## config.mk

```make
export PLATFORM = sky130hd
export DESIGN_NAME = rx_idle_timeout
export DESIGN_NICKNAME = d
export VERILOG_FILES = /design/src/rtl/rxto_pkg.sv /design/src/rtl/rxto_rst_sync.sv /design/src/rtl/rxto_cmd_ctrl.sv /design/src/rtl/rxto_counter.sv /design/src/rtl/rx_idle_timeout.sv
export SDC_FILE = /design/constraint.sdc
export NUM_CORES = 1
export LEC_CHECK = 0
export BUFFER_PORTS_ARGS = -buffer_cell sky130_fd_sc_hd__buf_2
export CAP_MARGIN = 20
export CORE_ASPECT_RATIO = 0.5
export CORE_MARGIN = 3
export CORE_UTILIZATION = 37
export DETAILED_ROUTE_END_ITERATION = 10
export GPL_TIMING_DRIVEN = 0
export PLACE_DENSITY_LB_ADDON = 0.1
export SLEW_MARGIN = 20
export SYNTH_ARGS = -nofsm -noshare
export SYNTH_HDL_FRONTEND = slang
export SYNTH_HIERARCHICAL = 1
export SYNTH_SLANG_ARGS = --single-unit
```

## constraint.sdc

```tcl
create_clock -name clk -period 1.2 [get_ports clk]
set_input_delay 0.18 -clock clk [delete_from_list [all_inputs] [get_ports clk]]
set_output_delay 0.18 -clock clk [all_outputs]
set_load 0.005 [all_outputs]
```

## src/rtl/rxto_pkg.sv

```systemverilog
package rxto_pkg;
  typedef enum logic [1:0] {
    PH_PARK = 2'd0,
    PH_LOAD = 2'd1,
    PH_RUN  = 2'd2,
    PH_DONE = 2'd3
  } rxto_phase_e;

  localparam logic [3:0] OP_ARM    = 4'hA;
  localparam logic [3:0] OP_DISARM = 4'hC;
endpackage

```

## src/rtl/rxto_rst_sync.sv

```systemverilog
module rxto_rst_sync #(
  parameter int STAGES = 2
) (
  input  logic clk,
  input  logic rst_n,
  output logic rst_n_sync
);
  logic [STAGES-1:0] sh_q;

  always_ff @(posedge clk or negedge rst_n) begin
    if (!rst_n) sh_q <= '0;
    else        sh_q <= {sh_q[STAGES-2:0], 1'b1};
  end

  assign rst_n_sync = sh_q[STAGES-1];
endmodule

```

## src/rtl/rxto_cmd_ctrl.sv

```systemverilog
module rxto_cmd_ctrl
  import rxto_pkg::*;
#(
  parameter int NUM_CH = 2
) (
  input  logic              clk,
  input  logic              rst_n,
  input  logic [NUM_CH-1:0] cmd_wr,
  input  logic [7:0]        cmd_code,
  output logic [NUM_CH-1:0] arm_en_q,
  output logic [NUM_CH-1:0] arm_en_d,
  output logic              arm_pulse
);
  logic is_arm;
  logic is_disarm;

  assign is_arm    = (cmd_code[7:4] == OP_ARM);
  assign is_disarm = (cmd_code[7:4] == OP_DISARM);
  assign arm_pulse = is_arm && (|cmd_wr);

  for (genvar ch = 0; ch < NUM_CH; ch++) begin : g_ch
    always_comb begin
      arm_en_d[ch] = arm_en_q[ch];
      if (cmd_wr[ch] && is_arm)         arm_en_d[ch] = 1'b1;
      else if (cmd_wr[ch] && is_disarm) arm_en_d[ch] = 1'b0;
    end

    always_ff @(posedge clk or negedge rst_n) begin
      if (!rst_n) arm_en_q[ch] <= 1'b0;
      else        arm_en_q[ch] <= arm_en_d[ch];
    end
  end
endmodule

```

## src/rtl/rxto_counter.sv

```systemverilog
module rxto_counter
  import rxto_pkg::*;
#(
  parameter int CNT_W = 16
) (
  input  logic             clk,
  input  logic             rst_n,
  input  logic             tick,
  input  logic             arm,
  input  logic             restart,
  input  logic             any_armed,
  input  logic [CNT_W-1:0] reload,
  output logic             ready,
  output logic [CNT_W-1:0] count,
  output rxto_phase_e      phase
);
  localparam logic [CNT_W-1:0] ONE = CNT_W'(1);

  rxto_phase_e      phase_d;
  logic [CNT_W-1:0] cnt_d;
  logic             rdy_d;

  always_comb begin
    phase_d = phase;
    cnt_d   = count;
    rdy_d   = ready;
    if (arm) begin
      phase_d = PH_PARK;
      rdy_d   = 1'b0;
    end else if (restart) begin
      phase_d = PH_LOAD;
      rdy_d   = 1'b0;
    end else if (tick) begin
      case (phase)
        PH_LOAD: begin
          cnt_d   = reload;
          phase_d = PH_RUN;
        end
        PH_RUN: begin
          if (count <= ONE) begin
            cnt_d   = '0;
            rdy_d   = 1'b1;
            phase_d = PH_DONE;
          end else begin
            cnt_d = count - ONE;
          end
        end
        default: ;
      endcase
    end
    if (!any_armed) phase_d = PH_PARK;
  end

  always_ff @(posedge clk or negedge rst_n) begin
    if (!rst_n) begin
      phase <= PH_PARK;
      count <= '0;
      ready <= 1'b0;
    end else begin
      phase <= phase_d;
      count <= cnt_d;
      ready <= rdy_d;
    end
  end
endmodule

```

## src/rtl/rx_idle_timeout.sv

```systemverilog
module rx_idle_timeout
  import rxto_pkg::*;
#(
  parameter int NUM_CH = 2,
  parameter int BYTE_W = 8
) (
  input  logic              clk,
  input  logic              rst_n,
  input  logic              tick,
  input  logic [BYTE_W-1:0] reload_hi,
  input  logic [BYTE_W-1:0] reload_lo,
  input  logic [NUM_CH-1:0] char_xfer,
  input  logic [NUM_CH-1:0] cmd_wr,
  input  logic [7:0]        cmd_code,
  input  logic              irq_mask,
  output logic              ctr_ready,
  output logic              irq
);
  localparam int CNT_W = 2 * BYTE_W;

  logic              rst_n_int;
  logic [NUM_CH-1:0] armed_q;
  logic [NUM_CH-1:0] armed_d;
  logic              arm_w;
  logic              restart_w;
  logic [CNT_W-1:0]  count_w;
  rxto_phase_e       phase_w;

  rxto_rst_sync #(.STAGES(2)) u_rst (
    .clk        (clk),
    .rst_n      (rst_n),
    .rst_n_sync (rst_n_int)
  );

  rxto_cmd_ctrl #(.NUM_CH(NUM_CH)) u_cmd (
    .clk       (clk),
    .rst_n     (rst_n_int),
    .cmd_wr    (cmd_wr),
    .cmd_code  (cmd_code),
    .arm_en_q  (armed_q),
    .arm_en_d  (armed_d),
    .arm_pulse (arm_w)
  );

  assign restart_w = |(char_xfer & armed_q);

  rxto_counter #(.CNT_W(CNT_W)) u_cnt (
    .clk       (clk),
    .rst_n     (rst_n_int),
    .tick      (tick),
    .arm       (arm_w),
    .restart   (restart_w),
    .any_armed (|armed_d),
    .reload    ({reload_hi, reload_lo}),
    .ready     (ctr_ready),
    .count     (count_w),
    .phase     (phase_w)
  );

  assign irq = ctr_ready & irq_mask;
endmodule

```

### Word-level counts from Yosys, hierarchy flattened

Index checks and enable logic that the tools add are counted.

* output and inout port bits: 2
* word-level logic and storage cells: 51
* register bits after elaboration: 23

* $lt $le $gt $ge: 1
* equality and inequality tests: 7
* reduce and logical (&&, ||, !) cells: 15
* bitwise gates (word level): 4
* add/subtract/negate cells: 1
* mux-type cells: 17

Operators with widths (count)
* 16-bit one-hot mux with 2 select lines: 1
* 16-bit by 1-bit less-or-equal comparator with 1-bit output (second input constant): 1
* 16-bit two-way mux: 1
* 16-bit by 1-bit subtractor with 16-bit output (second input constant): 1
* 2-bit two-way mux: 5
* 5-bit != test (second input constant): 2
* 1-bit two-way mux: 9
* 3-bit nonzero test: 3
* 4-bit equality test (second input constant): 2
* 3-bit AND reduction: 2
* 2-bit OR reduction: 3
* 1-bit logical AND: 5
* 4-bit != test (second input constant): 1
* 2-bit one-hot mux with 2 select lines: 1
* 4-bit AND reduction: 1
* 2-bit AND: 1
* 2-bit by 1-bit equality test with 1-bit output (second input constant): 1
* 2-bit equality test (second input constant): 1
* 1-bit NOT: 2
* 2-bit nonzero test: 1
* 1-bit AND: 1

### Logic depth before layout (Yosys ltp)

* word-level depth: 7
* mapped depth: 8
* mapped depth without buffers: 7

### Modules after synthesis

Netlist, hierarchy kept.

By module, submodules not included
* rxto_counter: instances 1, cells each 140, seq. area each 475.5 sq um, area each 1256.2 sq um
* rxto_cmd_ctrl: instances 1, cells each 13, seq. area each 50.0 sq um, area each 132.6 sq um
* rxto_rst_sync: instances 1, cells each 3, seq. area each 50.0 sq um, area each 53.8 sq um
* rx_idle_timeout: instances 1, cells each 3, seq. area each 0.0 sq um, area each 21.3 sq um

### Least setup slack after synthesis

Ideal clock, no wire load.

* path kind: reg-to-reg
* start point: reg u_cnt.phase[0]
* end point: reg u_cnt.count[12]
* path buffers: 0
* slack: -943 ps
* data required time: 1131 ps
* data arrival time: 2074 ps
* setup time: 69 ps
* stages on the path, launching flop included: 8
* cell sequence: dfrtp_1 -> inv_1 -> ha_1 -> nor4b_4 -> nand2_1 -> or3_1 -> or3_1 -> nand3_1

* longest elaborated chain between the ends: 3
* elaborated cells between the ends (all ways): 5
* those cells by class: 2 x eq/ne; 1 x mux; 2 x reduce/logical

RTL lines
* start: declaration: line rxto_counter.sv:15 `output rxto_phase_e phase`
* start signal: assignment: line rxto_counter.sv:60 `phase <= phase_d;`
* 2-bit by 1-bit equality test with 1-bit output or 2-bit equality test (tied branches): line rxto_counter.sv:34 `case (phase)`
* 2-bit nonzero test (no source line)
* 4-bit AND reduction (no source line)
* end signal: assignment: line rxto_counter.sv:61 `count <= cnt_d;`
* end: declaration: line rxto_counter.sv:14 `output logic [CNT_W-1:0] count,`

Several ways; a longest one is shown, not always the timed one.
A chain may end at the register's enable or synchronous reset.

### Final worst setup path

* start point: reg u_cnt.count[10]
* end point: reg u_cnt.count[3]

* longest elaborated chain between the ends: 3

RTL lines
* 16-bit by 1-bit less-or-equal comparator with 1-bit output: line rxto_counter.sv:40 `if (count <= ONE) begin`
* 16-bit two-way mux: line rxto_counter.sv:40
* 16-bit one-hot mux with 2 select lines: line rxto_counter.sv:34

Every way passes these cells.

==> qor.csv <==
stage,metric,value,unit
placed_design,dpl cells,239,
global_route,initial antenna violation count,0,
route,routed via count,1528,
power_and_ir_drop,Static Leakage,0.925,nW
layout,antenna fix cells,0,
placed_design,post-DP HPWL,2670,um
run_status,failing checks,negative setup slack,
min_path,worst min path class,in2reg,
logic_synthesis,Compound-Gate Fraction of Synth Area,23.6,%
logic_synthesis,sequential share of the synthesized area,39.3,%
logic_synthesis,Yosys cell types,46,
global_route,Overflow after GRT,0,
floorplanning,site row count,15,
floorplanning,die height,50.5,um
route,Routed WL,4520,um
logic_synthesis,largest family of logic cells by synthesized area,simple AND/OR/NAND/NOR gates,
logic_synthesis,Post-synth EDFFs,0,
logic_synthesis,Post-Synth Adder-Cell Area,3.42,%
setup_path,CP Class,reg2reg,
timing,min cycle time layout,1960,ps
timing,RSZ-0062 raised after global routing,yes,
route,routed len/inst,16.4,um
clocking,clock slew at reported path FFs,90,ps
min_path,hold path cells,2,
global_route,first-pass GRT wire length,6800,um
global_route,Global Route Usage Sum,18.7,%
setup_path,Crit Path Max Fanout,6,
layout,Post-Route Utilization,59.8,%
timing,worst-margin pin slew,597,ps
placed_design,DP Worst Slack,-1030,ps
route,DRT antenna net count,0,
timing,"Slew Viols, Final",0,
logic_synthesis,Cells after Synth,159,
setup_path,Critical Path AT,2130,ps
min_path,WHS Endpoint,u_cnt/count[9],
setup_path,Worst EP required,1360,ps
setup_path,nature of the critical path endpoint,flop,
floorplanning,Die Wd,95.0,um
timing,Min Hold Slack,108,ps
power_and_ir_drop,maximum vdd drop,610,uV
logic_synthesis,Syn. warnings,6,
setup_path,R2R depth,6,
layout,ratio of cells with drive above 1 in the final layout,46.9,%
floorplanning,Die ar.,4790,um2
logic_synthesis,simple-gate area share of the yosys netlist,29.8,%
logic_synthesis,XOR/XNOR Fraction of Synth Area,0,%
timing,fmax,509,MHz
power_and_ir_drop,Power Total,3.30,mW
layout,most frequent cells in the layout,"30 x buf_2, 25 x buf_4, 20 x dfrtp_1, 14 x nand2_1, 10 x inv_1",
logic_synthesis,"Async S/R FF share, synth",100,%
layout,Final nets,261,
timing,Slew headroom,60.2,%
timing,final hold viol count,0,
layout,area grow syn2layout,47.3,%
min_path,HP Start,reload_hi[1],
floorplanning,initial core utilization,40.6,%
timing,final worst-path cycle share,164,%
setup_path,Worst setup SP type,flop,
clocking,CTS tree,yes,
clocking,Inserted Clock Buffers,3,
clocking,Worst-Skew Late Latency,280,ps
clocking,CTS Sinks,23,
power_and_ir_drop,PwrDens,1530,nW/um2
route,DRC errors left,0,
clocking,htree depth,1,
logic_synthesis,post-synthesis mux area share,0,%
placed_design,global placer's final weighted congestion,0.787,
flow_run,Max-cap violations,0,
timing,setup TNS,-12480,ps
timing,clk_skew,8.47,ps
logic_synthesis,mean post-synth cell area,9.21,um2
setup_path,reg2reg end,u_cnt/count[3],
logic_synthesis,Syn Nets,195,
route,DRT iter0 DRCs,143,
run_status,outcome,finished with violations,
placed_design,placed inst area,1720,um2
floorplanning,CORE AREA,3600,um2
clocking,CTS max path bufs,2,
clocking,CTS Root Cell,clkbuf_8,
logic_synthesis,Yosys reg bits,23,
timing,Setup Viol. Count Final,19,
logic_synthesis,Post-synth top flop,dfrtp_1,
setup_path,RR Startpoint,u_cnt/count[10],
route,drt first pass iters,4,
layout,design area,2160,um2
timing,final worst slack,-764,ps
layout,"non-filler cells, final",275,
layout,"commonest non-fill, non-tap cell in the layout",buf_2,
floorplanning,# IOs,34,
global_route,number of global-route vias before repair,1447,
placed_design,Buffers on Ports,29,
logic_synthesis,cell area after synthesis,1460,um2
global_route,largest net degree at the start of global routing,22,
route,DR vias/cell,5.56,
setup_path,reg2reg setup slack,-760,ps
registers in the layout, indices dropped and copies added, names as in the netlist:
name	count
u_rst/sh_q	2
u_cmd/arm_en_q	2
u_cnt/phase	2
u_cnt/ready	1
u_cnt/count	16
worst max-delay path, cell delays in order, from the launching register on:
cell	delay, ps
dfrtp_2	450
or4_4	540
nor4_4	160
buf_6	170
and2_4	180
nor2_4	50
a221o_1	300
how the worst max path moves through the flow:
stage,startpoint,to,slack (ps)
6_report,u_cnt/count[10],u_cnt/count[3],-760
5_1_grt,u_cmd/arm_en_q[0],u_cnt/count[12],-870
4_1_cts,u_cnt/phase[0],u_cnt/count[12],-710
3_5_place_dp,cmd_wr[0],u_cnt/count[12],-1030
3_3_place_gp,cmd_code[7],u_cnt/count[12],-1050
2_1_floorplan,u_cmd/arm_en_q[0],u_cnt/count[12],-740
cells in the mapped netlist (all sizes together), types with 2 or more instances:
library cell  number  area (um2)
a31oi              5        31.3
o22ai              2        12.5
nand3b             3        22.5
inv               11        41.3
nand2             18        67.6
nor3               5        25.0
nand3              5        25.0
a211oi             2        15.0
or2                2        12.5
o211ai             5        37.5
ha                 4        50.1
a22oi              3        22.5
nor2               8        30.0
a221o              2        20.0
clkbuf             3        11.3
a21oi             11        58.8
or3               10        62.6
nor4               3        48.8
o21ai              3        15.0
dfrtp             23         576
o311ai             5        43.8
and3               4        25.0
nor4b              2        38.8
a211o              2        17.5
a2bb2oi            2        17.5
and2               3        21.3
nor2b              2        20.0
routing by layer:
layer | wire length, um | part of all wire, % | track usage (%)
met3 | 329 | 7.3 | 4.49
met5 | 0 | 0 | 0
met4 | 97 | 2.1 | 4.55
met2 | 2070 | 46 | 30.1
met1 | 2030 | 45 | 25.3
report_power, final:
part | total (mW) | internal (mW) | switching, mW
Clock | 0.508 | 0.238 | 0.269
Sequential | 1.42 | 1.05 | 0.371
Combinational | 1.37 | 0.751 | 0.615
cell families after synthesis:
family	Yosys count
and+or+nand+nor	69
adders and majority gates	4
DFF	23
other	1
AOI/OAI and AO/OA	48
buffers and inverters	14
final cells by class:
type                            instances  area (um2)
Fill cell                             320        1450
Buffer                                  3        13.8
Sequential cell                        23         579
Multi-Input combinational cell        123        1000
Tap cell                               51        63.8
Inverter                               11        41.3
Timing Repair Buffer                   60         408
Clock buffer                            4        45.0
what timing repair did:
action,4_1_cts,5_1_grt
buffers inserted,21,10
endpoints found under the hold margin,2,0
hold buffers,1,0
cloned,0,1
endpoints found under the setup margin,19,20
resized for setup,17,21
pin swaps,14,10
No activity file was read; power rests on OpenSTA's default activity.
